[src/rtl/vjtag_pkg.sv]
// Package: shared constants and the word builder for the discovery stream.
// Assumes a 32-bit discovery word made of version, id, manufacturer and instance fields.
package vjtag_pkg;

    localparam logic [10:0] HUB_MFG_CODE = 11'h06E;
    localparam int          WORD_W       = 32;
    localparam int          NIB_PER_WORD = 8;

    // Pack the four fields of one discovery word.
    function automatic logic [31:0] pack_info(
        input logic [4:0]  ver,
        input logic [7:0]  id,
        input logic [10:0] mfg,
        input logic [7:0]  inst
    );
        return {ver, id, mfg, inst};
    endfunction

endpackage

[src/rtl/vjtag_vir.sv]
// Module: virtual instruction register and the per-node instruction latches.
// Holds a shift stage and a parallel register, each {address, instruction}.
// On a virtual-IR update it loads the node register at the address held and
// raises that node's strobe for one cycle. Assumes the strobes are one-cycle
// enables on tck and that tlr outranks any update.
module vjtag_vir #(
    parameter int NODES = 3,
    parameter int M_W   = 4,
    parameter int A_W   = 2
) (
    input  logic                   tck,
    input  logic                   rst_n,
    input  logic                   tlr,
    input  logic                   tdi,
    input  logic                   capture_dr,
    input  logic                   shift_dr,
    input  logic                   update_dr,
    input  logic                   sel_vir,
    output logic [A_W-1:0]         vir_addr,
    output logic [M_W-1:0]         vir_inst,
    output logic                   vir_tdo,
    output logic                   vir_write,
    output logic [NODES*M_W-1:0]   node_ir,
    output logic [NODES-1:0]       node_ir_upd
);

    localparam int VW = A_W + M_W;

    logic [VW-1:0] shf_q;
    logic [VW-1:0] vir_q;

    // A virtual-IR write that is not overruled by tlr
    assign vir_write = sel_vir && update_dr && !tlr;

    // Shift stage and parallel register of the virtual IR
    always_ff @(posedge tck) begin
        if (!rst_n) begin
            shf_q <= '0;
            vir_q <= '0;
        end else if (tlr) begin
            shf_q <= '0;
            vir_q <= '0;
        end else if (sel_vir) begin
            if (capture_dr)
                shf_q <= vir_q;
            else if (shift_dr)
                shf_q <= {tdi, shf_q[VW-1:1]};
            if (update_dr)
                vir_q <= shf_q;
        end
    end

    assign vir_addr = vir_q[VW-1:M_W];
    assign vir_inst = vir_q[M_W-1:0];
    assign vir_tdo  = shf_q[0];

    genvar k;
    generate
        for (k = 0; k < NODES; k++) begin : g_node
            logic [M_W-1:0] ir_q;
            logic           upd_q;

            // Latch this node's instruction and raise its strobe on a write addressed to it
            always_ff @(posedge tck) begin
                if (!rst_n) begin
                    ir_q  <= '0;
                    upd_q <= 1'b0;
                end else begin
                    upd_q <= 1'b0;
                    if (vir_write && shf_q[VW-1:M_W] == A_W'(k + 1)) begin
                        ir_q  <= shf_q[M_W-1:0];
                        upd_q <= 1'b1;
                    end
                end
            end

            assign node_ir[k*M_W +: M_W] = ir_q;
            assign node_ir_upd[k]        = upd_q;
        end
    endgenerate

    AST_UPD_ONEHOT: assert property (@(posedge tck) disable iff (!rst_n)
        $onehot0(node_ir_upd));

    AST_UPD_CAUSE: assert property (@(posedge tck) disable iff (!rst_n)
        (|node_ir_upd) |-> $past(sel_vir && update_dr && !tlr));

    AST_TLR_CLEARS_VIR: assert property (@(posedge tck) disable iff (!rst_n)
        tlr |=> (vir_addr == '0 && vir_inst == '0));

    AST_TLR_NO_STROBE: assert property (@(posedge tck) disable iff (!rst_n)
        tlr |=> (node_ir_upd == '0));

endmodule

[src/rtl/vjtag_info.sv]
// Module: discovery stream. It serves the hub word and then one word per node
// as 4-bit scans. A nibble pointer moves one step on each Update-DR of a
// discovery scan and stops past the last word, where the stream reads zero.
// Assumes the top gates 'sel' so that it is high only while discovery is addressed.
module vjtag_info
    import vjtag_pkg::*;
#(
    parameter int                  NODES     = 3,
    parameter int                  M_W       = 4,
    parameter logic [4:0]          HUB_VER   = 5'd1,
    parameter logic [NODES*32-1:0] NODE_INFO = '0
) (
    input  logic tck,
    input  logic rst_n,
    input  logic tlr,
    input  logic vir_write,
    input  logic sel,
    input  logic tdi,
    input  logic capture_dr,
    input  logic shift_dr,
    input  logic update_dr,
    output logic info_tdo
);

    localparam int TOTAL = (NODES + 1) * NIB_PER_WORD;
    localparam int P_W   = $clog2(TOTAL + 1);
    localparam int IX_W  = P_W - 3;

    logic [WORD_W-1:0] words [NODES+1];
    logic [P_W-1:0]    ptr_q;
    logic [WORD_W-1:0] cur_word;
    logic [3:0]        cur_nib;
    logic [3:0]        nsr_q;

    assign words[0] = pack_info(HUB_VER, 8'(NODES), HUB_MFG_CODE, 8'(M_W));

    genvar w;
    generate
        for (w = 0; w < NODES; w++) begin : g_word
            assign words[w+1] = NODE_INFO[w*32 +: 32];
        end
    endgenerate

    // Pick the word under the pointer; zero once the pointer is past the end
    always_comb begin
        cur_word = '0;
        for (int i = 0; i <= NODES; i++) begin
            if (ptr_q[P_W-1:3] == IX_W'(i))
                cur_word = words[i];
        end
        cur_nib = cur_word[{ptr_q[2:0], 2'b00} +: 4];
    end

    // Nibble pointer: clear on tlr or a virtual-IR write, step on a discovery update
    always_ff @(posedge tck) begin
        if (!rst_n)
            ptr_q <= '0;
        else if (tlr || vir_write)
            ptr_q <= '0;
        else if (sel && update_dr && ptr_q < P_W'(TOTAL))
            ptr_q <= ptr_q + P_W'(1);
    end

    // 4-bit shift stage that carries the nibble out
    always_ff @(posedge tck) begin
        if (!rst_n)
            nsr_q <= '0;
        else if (tlr)
            nsr_q <= '0;
        else if (sel) begin
            if (capture_dr)
                nsr_q <= cur_nib;
            else if (shift_dr)
                nsr_q <= {tdi, nsr_q[3:1]};
        end
    end

    assign info_tdo = nsr_q[0];

    AST_PTR_BOUND: assert property (@(posedge tck) disable iff (!rst_n)
        ptr_q <= P_W'(TOTAL));

    AST_PTR_STEP: assert property (@(posedge tck) disable iff (!rst_n)
        (ptr_q != $past(ptr_q)) |-> (ptr_q == '0 || ptr_q == $past(ptr_q) + P_W'(1)));

    AST_PTR_RESTART: assert property (@(posedge tck) disable iff (!rst_n)
        (tlr || vir_write) |=> (ptr_q == '0));

endmodule

[src/rtl/vjtag_hub.sv]
// Module: top of the virtual scan-node hub. Connects the virtual IR and the
// discovery stream, decodes the node data selects and picks the source of tdo.
// Assumes the physical TAP supplies the strobes and the two instruction selects
// on tck, and that at most one of sel_vir and sel_vdr is high at a time.
module vjtag_hub
    import vjtag_pkg::*;
#(
    parameter int                  NODES     = 3,
    parameter int                  M_W       = 4,
    parameter logic [4:0]          HUB_VER   = 5'd1,
    parameter logic [NODES*32-1:0] NODE_INFO = {
        pack_info(5'd1, 8'h08, HUB_MFG_CODE, 8'd1),
        pack_info(5'd1, 8'h84, HUB_MFG_CODE, 8'd0),
        pack_info(5'd1, 8'h08, HUB_MFG_CODE, 8'd0)
    }
) (
    input  logic                 tck,
    input  logic                 rst_n,
    input  logic                 tlr,
    input  logic                 tdi,
    input  logic                 capture_dr,
    input  logic                 shift_dr,
    input  logic                 update_dr,
    input  logic                 sel_vir,
    input  logic                 sel_vdr,
    input  logic [NODES-1:0]     node_tdo,
    output logic                 tdo,
    output logic [NODES*M_W-1:0] node_ir,
    output logic [NODES-1:0]     node_ir_upd,
    output logic [NODES-1:0]     node_dr_sel
);

    localparam int A_W = $clog2(NODES + 1);

    logic [A_W-1:0] vir_addr;
    logic [M_W-1:0] vir_inst;
    logic           vir_tdo;
    logic           vir_write;
    logic           info_sel;
    logic           info_tdo;

    vjtag_vir #(.NODES(NODES), .M_W(M_W), .A_W(A_W)) u_vir (
        .tck         (tck),
        .rst_n       (rst_n),
        .tlr         (tlr),
        .tdi         (tdi),
        .capture_dr  (capture_dr),
        .shift_dr    (shift_dr),
        .update_dr   (update_dr),
        .sel_vir     (sel_vir),
        .vir_addr    (vir_addr),
        .vir_inst    (vir_inst),
        .vir_tdo     (vir_tdo),
        .vir_write   (vir_write),
        .node_ir     (node_ir),
        .node_ir_upd (node_ir_upd)
    );

    // Discovery is addressed by hub address 0 with instruction 0
    assign info_sel = sel_vdr && vir_addr == '0 && vir_inst == '0;

    vjtag_info #(.NODES(NODES), .M_W(M_W), .HUB_VER(HUB_VER), .NODE_INFO(NODE_INFO)) u_info (
        .tck        (tck),
        .rst_n      (rst_n),
        .tlr        (tlr),
        .vir_write  (vir_write),
        .sel        (info_sel),
        .tdi        (tdi),
        .capture_dr (capture_dr),
        .shift_dr   (shift_dr),
        .update_dr  (update_dr),
        .info_tdo   (info_tdo)
    );

    genvar k;
    generate
        for (k = 0; k < NODES; k++) begin : g_sel
            assign node_dr_sel[k] = sel_vdr && vir_addr == A_W'(k + 1);
        end
    endgenerate

    // Source of tdo: virtual IR, discovery stream, selected node, or 0
    always_comb begin
        if (sel_vir)
            tdo = vir_tdo;
        else if (info_sel)
            tdo = info_tdo;
        else
            tdo = |(node_tdo & node_dr_sel);
    end

    AST_DRSEL_ONEHOT: assert property (@(posedge tck) disable iff (!rst_n)
        $onehot0(node_dr_sel));

    AST_DRSEL_NEEDS_VDR: assert property (@(posedge tck) disable iff (!rst_n)
        (|node_dr_sel) |-> (sel_vdr && !info_sel));

endmodule

[config.mk]
export PLATFORM = sky130hd
export DESIGN_NAME = vjtag_hub
export DESIGN_NICKNAME = d
export VERILOG_FILES = /design/src/rtl/vjtag_pkg.sv /design/src/rtl/vjtag_vir.sv /design/src/rtl/vjtag_info.sv /design/src/rtl/vjtag_hub.sv
export SDC_FILE = /design/constraint.sdc
export NUM_CORES = 1
export LEC_CHECK = 0
export CAP_MARGIN = 10
export CORE_UTILIZATION = 45
export DETAILED_ROUTE_END_ITERATION = 16
export DONT_BUFFER_PORTS = 1
export GPL_ROUTABILITY_DRIVEN = 0
export GPL_TIMING_DRIVEN = 1
export RECOVER_POWER = 100
export REMOVE_ABC_BUFFERS = 1
export SLEW_MARGIN = 20
export SYNTH_ARGS = -nofsm -noshare
export SYNTH_HDL_FRONTEND = slang
export SYNTH_SLANG_ARGS = --single-unit
export TNS_END_PERCENT = 20
[constraint.sdc]
create_clock -name tck -period 1.8 [get_ports tck]
set_clock_uncertainty 0.05 [all_clocks]
set_input_delay 0.18 -clock tck [delete_from_list [all_inputs] [get_ports tck]]
set_output_delay 0.18 -clock tck [all_outputs]
set_load 0.02 [all_outputs]
==> results of run 1 <==
==> sequential cells by signal (all words and copies together) (netlist names) <==
| name | count |
|---|---|
| u_vir.vir_q | 6 |
| u_info.nsr_q | 4 |
| u_vir.g_node.ir_q | 12 |
| u_vir.g_node.upd_q | 3 |
| u_vir.shf_q | 6 |
| u_info.ptr_q | 6 |
==> power breakdown <==
group,internal (mW),switching (mW),total (mW)
registers,0.828,0.0118,0.840
clock network,0.267,0.294,0.561
logic,0.0521,0.0579,0.110
==> metrics by stage <==
step | hold WS [ns] | utilization [%]
global route | 0.00304 | 52.6
finish | 0.0153 | 52.6
floorplan | 0.252 | -
global placement | 0.258 | 49.2
detailed placement | 0.257 | 49.2
CTS | 0.00347 | 52.9
==> final timing paths <==
kind | from | end | slack, ns
max | u_vir.vir_q[1] | tdo | -0.15
min reg2reg | u_vir.vir_q[1] | u_vir.vir_q[1] | 0.44
min | update_dr | u_vir.vir_q[5] | 0.02
max reg2reg | u_vir.vir_q[1] | u_info.ptr_q[0] | 0.03
==> worst reg2reg max path: stages (launching register included) <==
cell     delay [ns]
dfxtp_2        0.34
or4_4          0.56
or4b_4         0.50
xor2_1         0.15
nor2_1         0.09
==> cell type report <==
class	instances	area [um^2]
clock buffers	5	68.8
fillers	366	1750
inverters	5	18.8
clock inverters	3	17.5
flip-flops and latches	37	742
well taps	48	60.1
repair buffers	15	105
multi-input cells	140	930
==> cells in the final DEF, fill, tap and decap left out, types with 2 or more instances in the layout <==
master / Yosys / layout
dfxtp_1: 37 / 36
mux2i_1: 20 / 20
nor2_1: 17 / 17
nor2b_1: 16 / 16
nand2_1: 13 / 13
a21oi_1: 13 / 13
nand3_1: 8 / 8
buf_4: 3 / 8
nor3_1: 8 / 7
nand2b_1: 6 / 6
a211oi_1: 6 / 6
inv_1: 5 / 5
clkbuf_8: 0 / 5
o21ai_0: 4 / 4
clkbuf_1: 10 / 4
and3_1: 3 / 3
or3_1: 3 / 3
xor2_1: 3 / 3
dlygate4sd3_1: 0 / 3
nand4_1: 2 / 2
a21o_1: 2 / 2
o311a_1: 2 / 2
clkinv_2: 0 / 2
==> per-layer routing <==
metal | GRT usage, % | routed length, um | vias to the layer above
met5 | 0 | 0 | -
met4 | 6.67 | 17 | 0
met3 | 6.61 | 215 | 2
met2 | 35.2 | 1930 | 36
met1 | 25.9 | 1730 | 647
li1 | - | - | 699
==> what timing repair did <==
item	4_1_cts	5_1_grt
pin swaps	0	0
hold buffers	3	0
resized for setup	5	2
hold endpoints to repair	16	0
setup endpoints to repair	2	3
==> kinds of logic (layout without fill, tap and decap cells) <==
group,count (synthesis),in the layout
AOI/OAI and AO/OA,31,31
muxes,20,20
DFF,37,37
and+or+nand+nor,85,85
xor gates and xnor gates,3,3
buffers and inverters,20,28
adders and majority gates,1,1
==> results.sh, run 1 <==
export IMPL_yosysTopAreaCellShare_pct=42.7
export IMPL_ioPinCount=31
export IMPL_worstSetupStartpointType="flip-flop"
export IMPL_dieArea_um2=4110
export IMPL_clockBufferDepth=2
export IMPL_path_clk_slew_ns=0.08
export IMPL_design_area_um2=1940
export IMPL_synth_xor_area_share_pct=1.51
export IMPL_syn_area_per_cell_um2=8.81
export IMPL_synth_area_leader_cell="dfxtp_1"
export IMPL_clock_latency_ns=0.29
export IMPL_postSynth_asyncResetShare_pct=0
export IMPL_root_buffer="clkbuf_8"
export IMPL_hold_viol_final=0
export IMPL_setup_tns_ns=-0.148
export IMPL_placed_area_um2=1820
export IMPL_synthMuxAreaShare_pct=11.5
export IMPL_final_cells=253
export IMPL_synthSimpleGateAreaFrac_pct=27.0
export IMPL_htreeDepth=2
export IMPL_numCtsBuffers=5
export IMPL_routed_wl_mm=3.89
export IMPL_syn_area_um2=1740
export IMPL_grt_setup_unrepaired="yes"
export IMPL_worstPathRequired_ns=1.57
export IMPL_drt_pass1_iterations=4
export IMPL_critical_path_slowest_cell="or4_4"
export IMPL_ys_flop_type="dfxtp_1"
export IMPL_grt_pass1_wl_mm=6.53
export IMPL_cts_sinks=37
export IMPL_core_um2=3690
export IMPL_period_needed_ns=1.95
export IMPL_worst_slew_pin_slew_ns=0.573
export IMPL_port_buffer_count=0
export IMPL_slew_limit_headroom_pct=61.8
export IMPL_synth_top_family_by_area="simple AND/OR/NAND/NOR gates"
export IMPL_max_stage_delay_ns=0.56
export IMPL_synth_seq_cells=37
export IMPL_status="finished, violations left"
export IMPL_antenna_found_initial=0
export IMPL_cp_end_kind="output pin"
export IMPL_vias_per_cell=5.47
export IMPL_grt_pass1_vias=1362
export IMPL_max_vdd_ir_drop_v=0.000618
export IMPL_die_height_um=64.1
export IMPL_place_ws_ns=0.0107
export IMPL_worst_path_buf_inv=1
export IMPL_synth_fa_ha_area_share_pct=0.721
export IMPL_seq_area_frac_synth_pct=42.7
export IMPL_violations="setup timing"
export IMPL_ant_nets=0
export IMPL_leakage_nw=0.682
export IMPL_synth_compound_area_share_pct=11.5
export IMPL_post_cts_setup_buffer_count=0
export IMPL_setup_viol=1
export IMPL_worst_ep_arrival_time_ns=1.72
export IMPL_area_growth_syn_to_layout_pct=11.9
export IMPL_hpwl_mm=2.75
export IMPL_hold_path_cell_count=2
export IMPL_synthMostInstantiatedCell="dfxtp_1"
export IMPL_synth_area_leaders="dfxtp_1, mux2i_1, nor2b_1, a21oi_1, nor2_1"
export IMPL_diodes=0
export IMPL_path_delay_family="simple AND/OR/NAND/NOR gates"
export IMPL_powerDensity_nw_per_um2=778
export IMPL_grt_overflow_total=0
export IMPL_p_total_mw=1.51
export IMPL_crit_chain="or4_4, nor3_4, a221oi_2, a21oi_1, buf_4"
export IMPL_maxCapViolCount=0
export IMPL_initial_core_util_pct=47.0
export IMPL_crit_type="flip-flop to output pin"
export IMPL_vias=1384
export IMPL_ys_warn_count=0
export IMPL_r2r_cells=4
export IMPL_dpl_cell_count=242
export IMPL_cp_depth=5
export IMPL_die_w_um=64.1
export IMPL_cts_tree="built"
export IMPL_drc=0
export IMPL_fin_ws_ns=-0.148
export IMPL_path_max_fanout=4
export IMPL_hp_class="input pin to flip-flop"
export IMPL_synth_edf_count=0
export IMPL_num_rows=22
export IMPL_synthTopCellsByCount="dfxtp_1, mux2i_1, nor2_1"
export IMPL_drv_slew=0
export IMPL_first_iter_violations=92
export IMPL_syn_inst=197
export IMPL_nNetsFinal=217
export IMPL_gr_usage_all_layers_pct=21.1
export IMPL_finalCritPeriodShare_pct=108
export IMPL_grt_max_degree=17
export IMPL_yosysUniqueCellTypes=35
export IMPL_drive_gt1_share_pct=12.2
export IMPL_wire_per_inst_um=15.4
export IMPL_fmax_mhz=513
Note: power is estimated with default switching activity, not from simulation.
==> run 2: changes to the inputs <==
Settings changed: ABC_AREA set to 1.
==> results.sh, run 2 <==
export IMPL_status="finished clean"
export IMPL_synth_xor_area_share_pct=0.473
export IMPL_path_clk_slew_ns=0.08
export IMPL_wl_met1_mm=2.18
export IMPL_dieArea_um2=4380
export IMPL_area_growth_syn_to_layout_pct=5.20
export IMPL_die_w_um=66.2
export IMPL_dpl_cell_count=305
export IMPL_largest_reg_flops=12
export IMPL_placed_area_um2=1890
export IMPL_synthMuxAreaShare_pct=0
export IMPL_die_height_um=66.2
export IMPL_htreeDepth=2
export IMPL_synth_fa_ha_area_share_pct=0.675
export IMPL_hold_viol_final=0
export IMPL_path_max_fanout=6
export IMPL_place_ws_ns=0.407
export IMPL_ioPinCount=31
export IMPL_synth_area_leader_cell="dfxtp_1"
export IMPL_postSynth_asyncResetShare_pct=0
export IMPL_synth_seq_cells=37
export IMPL_antenna_found_initial=0
export IMPL_r2r_cells=7
export IMPL_synth_top_family_by_area="simple AND/OR/NAND/NOR gates"
export IMPL_seq_area_frac_synth_pct=40.0
export IMPL_clock_latency_ns=0.29
export IMPL_synthSimpleGateAreaFrac_pct=32.7
export IMPL_synth_compound_area_share_pct=16.0
export IMPL_grt_overflow_total=0
export IMPL_worstSetupStartpointType="flip-flop"
export IMPL_drive_gt1_share_pct=10.1
export IMPL_synthMostInstantiatedCell="nand2_1"
export IMPL_post_cts_setup_buffer_count=0
export IMPL_grt_pass1_wl_mm=7.13
export IMPL_syn_area_per_cell_um2=7.13
export IMPL_hp_class="input pin to flip-flop"
export IMPL_clockBufferDepth=2
export IMPL_fin_hold_ws_ns=0.00849
export IMPL_routed_wl_mm=4.07
export IMPL_synth_edf_count=0
export IMPL_worst_slew_pin_slew_ns=0.445
export IMPL_worstPathRequired_ns=1.57
export IMPL_vias_per_cell=5.14
export IMPL_powerDensity_nw_per_um2=815
export IMPL_root_buffer="clkbuf_8"
export IMPL_drc=0
export IMPL_numCtsBuffers=5
export IMPL_syn_area_um2=1850
export IMPL_ant_nets=0
export IMPL_setup_viol=0
export IMPL_grt_max_degree=16
export IMPL_max_vdd_ir_drop_v=0.000411
export IMPL_cp_end_kind="output pin"
export IMPL_leakage_nw=0.834
export IMPL_syn_inst=260
export IMPL_met2RoutedLength_mm=1.58
export IMPL_cts_tree="built"
export IMPL_maxCapViolCount=0
export IMPL_drv_slew=0
export IMPL_ys_warn_count=0
export IMPL_synth_area_leaders="dfxtp_1, nand2_1, nor2_1, a21oi_1, o21ai_0"
export IMPL_diodes=0
export IMPL_hpwl_mm=2.98
export IMPL_worst_ep_arrival_time_ns=1.42
export IMPL_fmax_mhz=606
export IMPL_port_buffer_count=0
export IMPL_regMostFlops="u_vir.g_node.ir_q"
export IMPL_hold_path_cell_count=2
export IMPL_cts_sinks=37
export IMPL_slew_limit_headroom_pct=70.2
export IMPL_wl_met3_um=237
export IMPL_setup_tns_ns=0
export IMPL_ys_flop_type="dfxtp_1"
export IMPL_grt_pass1_vias=1463
export IMPL_fin_ws_ns=0.150
export IMPL_vias=1619
export IMPL_first_iter_violations=111
export IMPL_yosysUniqueCellTypes=29
export IMPL_initial_core_util_pct=48.8
export IMPL_yosysTopAreaCellShare_pct=40.0
export IMPL_num_rows=22
export IMPL_final_cell_mix="nand2_1, nor2_1, dfxtp_1, o21ai_0, inv_1"
export IMPL_crit_type="flip-flop to output pin"
export IMPL_final_cells=315
export IMPL_design_area_um2=1950
export IMPL_nNetsFinal=279
export IMPL_drt_pass1_iterations=4
export IMPL_gr_usage_all_layers_pct=21.9
export IMPL_rrSetupSlack_ns=0.36
export IMPL_n_fill_cell=368
export IMPL_synthTopCellsByCount="nand2_1, nor2_1, dfxtp_1"
export IMPL_core_um2=3800
export IMPL_highest_layer="met4"
export IMPL_final_common_cell="nand2_1"
export IMPL_period_needed_ns=1.65
export IMPL_wire_per_inst_um=12.9
export IMPL_grt_setup_unrepaired="no"
export IMPL_finalCritPeriodShare_pct=91.6
-- run 2: changes by cell type after synthesis, sizes merged, moves of 10 or more --
cell | before | now
nand2 | 13 | 52
nor2 | 17 | 49
inv | 5 | 31
o21ai | 4 | 27
mux2i | 20 | 0
nor2b | 16 | 0
a21oi | 13 | 24
clkbuf | 10 | 0
-- run 2: critical path, stage by stage, from the launching register on --
cell     delay [ns]
dfxtp_1        0.34
inv_1          0.18
nand2_1        0.07
nor2_1         0.14
nand2_1        0.06
nand3_1        0.08
nor2_1         0.05
nor2_1         0.08
buf_4          0.14
-- run 2: layer usage --
layer,track usage [%],vias up
met2,29.0,44
met3,6.03,5
met4,7.98,0
met5,0,-
li1,-,858
met1,32.9,712
-- run 2: area by class of cell --
class / instances / area [um^2] / area share, %
multi-input cells: 183 / 873 / 44.8
well taps: 48 / 60.1 / 3.08
flip-flops and latches: 37 / 742 / 38.1
inverters: 32 / 128 / 6.55
clock buffers: 6 / 82.6 / 4.24
clock inverters: 2 / 13.8 / 0.706
repair buffers: 7 / 50.0 / 2.57
-- run 2: path summary, 6_finish.rpt --
path,startpoint,to
setup reg to reg,u_vir.vir_q[1],u_info.nsr_q[3]
setup / recovery,u_vir.vir_q[5],tdo
hold reg to reg,u_vir.shf_q[1],u_vir.shf_q[0]
hold / removal,sel_vir,u_vir.vir_q[0]
-- run 2: repair_timing --
item | CTS | global route
endpoints found under the hold margin | 11 | 0
resized for setup | 0 | 2
setup endpoints to repair | 0 | 1
hold buffers | 2 | 0
-- run 2: cell families after synthesis --
| group | Yosys count |
|---|---|
| xor gates and xnor gates | 1 |
| AOI/OAI and AO/OA | 56 |
| adders and majority gates | 1 |
| and+or+nand+nor | 125 |
| DFF | 37 |
| buffers and inverters | 40 |
-- run 2: through the flow --
step	total power [mW]	util [%]
after floorplan	0.965	-
after CTS	1.62	52.8
final	1.59	51.3
after global routing	1.67	51.3
after detailed placement	0.993	49.8
after global placement	0.993	49.8
-- run 2: power by group --
group / switching (mW) / total [mW] / internal (mW)
Clock: 0.309 / 0.620 / 0.310
Combinational: 0.0842 / 0.123 / 0.0390
Sequential: 0.0135 / 0.846 / 0.832
==> run 3: changes to the inputs <==
Settings changed: RECOVER_POWER 100 to 50.
==> results.sh, run 3 (synthesized netlist as in run 2, its figures left out) <==
export IMPL_cts_tree="built"
export IMPL_num_rows=22
export IMPL_maxCapViolCount=0
export IMPL_place_ws_ns=0.407
export IMPL_antenna_found_initial=0
export IMPL_clockBufferDepth=2
export IMPL_status="finished clean"
export IMPL_path_max_fanout=6
export IMPL_design_area_um2=1990
export IMPL_grt_pass1_wl_mm=7.13
export IMPL_cts_sinks=37
export IMPL_worst_slew_pin_slew_ns=0.329
export IMPL_gr_usage_all_layers_pct=21.9
export IMPL_setup_tns_ns=0
export IMPL_slew_limit_headroom_pct=78.1
export IMPL_powerDensity_nw_per_um2=802
export IMPL_nNetsFinal=279
export IMPL_r2r_cells=4
export IMPL_die_height_um=66.2
export IMPL_n_fill_cell=361
export IMPL_drv_slew=0
export IMPL_max_vdd_ir_drop_v=0.000410
export IMPL_worstPathRequired_ns=1.57
export IMPL_placed_area_um2=1890
export IMPL_period_needed_ns=1.65
export IMPL_final_common_cell="nand2_1"
export IMPL_grt_pass1_vias=1463
export IMPL_cp_common_cell="nor2_1"
export IMPL_crit_chain="inv_1, nand2_1, nor2_1, nand2_1, nand3_1, nor2_1, nor2_1, buf_4"
export IMPL_hp_class="input pin to flip-flop"
export IMPL_path_clk_slew_ns=0.07
export IMPL_port_buffer_count=0
export IMPL_vias_per_cell=5.14
export IMPL_drc=0
export IMPL_hold_viol_final=0
export IMPL_grt_setup_unrepaired="no"
export IMPL_post_cts_setup_buffer_count=0
export IMPL_critical_path_slowest_cell="dfxtp_1"
export IMPL_leakage_nw=0.858
export IMPL_regMostFlops="u_vir.g_node.ir_q"
export IMPL_core_um2=3800
export IMPL_fin_ws_ns=0.148
export IMPL_area_growth_syn_to_layout_pct=7.29
export IMPL_dieArea_um2=4380
export IMPL_worstSetupStartpointType="flip-flop"
export IMPL_initial_core_util_pct=48.8
export IMPL_hpwl_mm=2.98
export IMPL_grt_max_degree=16
export IMPL_max_stage_delay_ns=0.34
export IMPL_cp_end_kind="output pin"
export IMPL_post_route_util_pct=52.3
export IMPL_grt_overflow_total=0
export IMPL_drt_pass1_iterations=4
export IMPL_drive_gt1_share_pct=13.1
export IMPL_vias=1618
export IMPL_wire_per_inst_um=12.9
export IMPL_hold_path_cell_count=2
export IMPL_p_total_mw=1.60
export IMPL_first_iter_violations=111
export IMPL_final_cell_mix="nand2_1, nor2_1, dfxtp_1, o21ai_0, a21oi_1"
export IMPL_largest_reg_flops=12
export IMPL_crit_type="flip-flop to output pin"
export IMPL_die_w_um=66.2
export IMPL_fmax_mhz=605
export IMPL_ioPinCount=31
export IMPL_worst_ep_arrival_time_ns=1.42
export IMPL_clock_latency_ns=0.29
export IMPL_ant_nets=0
export IMPL_numCtsBuffers=5
export IMPL_finalCritPeriodShare_pct=91.8
export IMPL_htreeDepth=2
export IMPL_root_buffer="clkbuf_8"
export IMPL_setup_viol=0
export IMPL_diodes=0
export IMPL_routed_wl_mm=4.05
[run 3: final timing paths]
check,start,endpoint,slack (ns)
setup / recovery,u_vir.vir_q[5],tdo,0.15
hold / removal,update_dr,u_info.ptr_q[4],0.01
setup reg to reg,u_info.ptr_q[1],u_info.ptr_q[2],0.46
hold reg to reg,u_vir.shf_q[1],u_vir.shf_q[0],0.44
[run 3: timing repair]
| action | CTS | global route |
|---|---|---|
| resized for setup | 0 | 2 |
| endpoints found under the setup margin | 0 | 1 |
| hold buffers | 2 | 0 |
| endpoints found under the hold margin | 11 | 0 |
[run 3: stage by stage]
| step | hold WS, ns | std cells |
|---|---|---|
| after floorplan | 0.266 | 252 |
| after global placement | 0.271 | 305 |
| after detailed placement | 0.273 | 305 |
| after CTS | 0.00316 | 315 |
| after global routing | 0.00349 | 315 |
| final | 0.0101 | 315 |
[run 3: cell type report]
type / instances / area (um^2) / area share, %
multi-input combinational: 183 / 905 / 45.5
sequential: 37 / 742 / 37.3
inverter: 32 / 128 / 6.42
clock buffer: 6 / 82.6 / 4.15
tap: 48 / 60.1 / 3.02
timing repair buffer: 7 / 57.6 / 2.89
clock inverter: 2 / 13.8 / 0.692
[run 3: power by group]
group	internal (mW)	switching (mW)
combinational	0.0413	0.0894
sequential	0.832	0.0135
clock	0.310	0.308
total	1.18	0.411
[run 3: layer usage]
layer	GRT usage [%]	vias to the layer above	part of all wire, %
li1	-	861	-
met1	32.9	713	53
met2	29.0	40	39
met3	6.03	4	6.2
met4	7.98	0	1.4
met5	0	-	0
[run 3: critical path: cells and delay by family, from the launching register on]
| kind | cells | cell delay, ns |
|---|---|---|
| flip-flops | 1 | 0.34 |
| buffers and inverters | 2 | 0.32 |
| AND/OR/NAND/NOR | 6 | 0.48 |
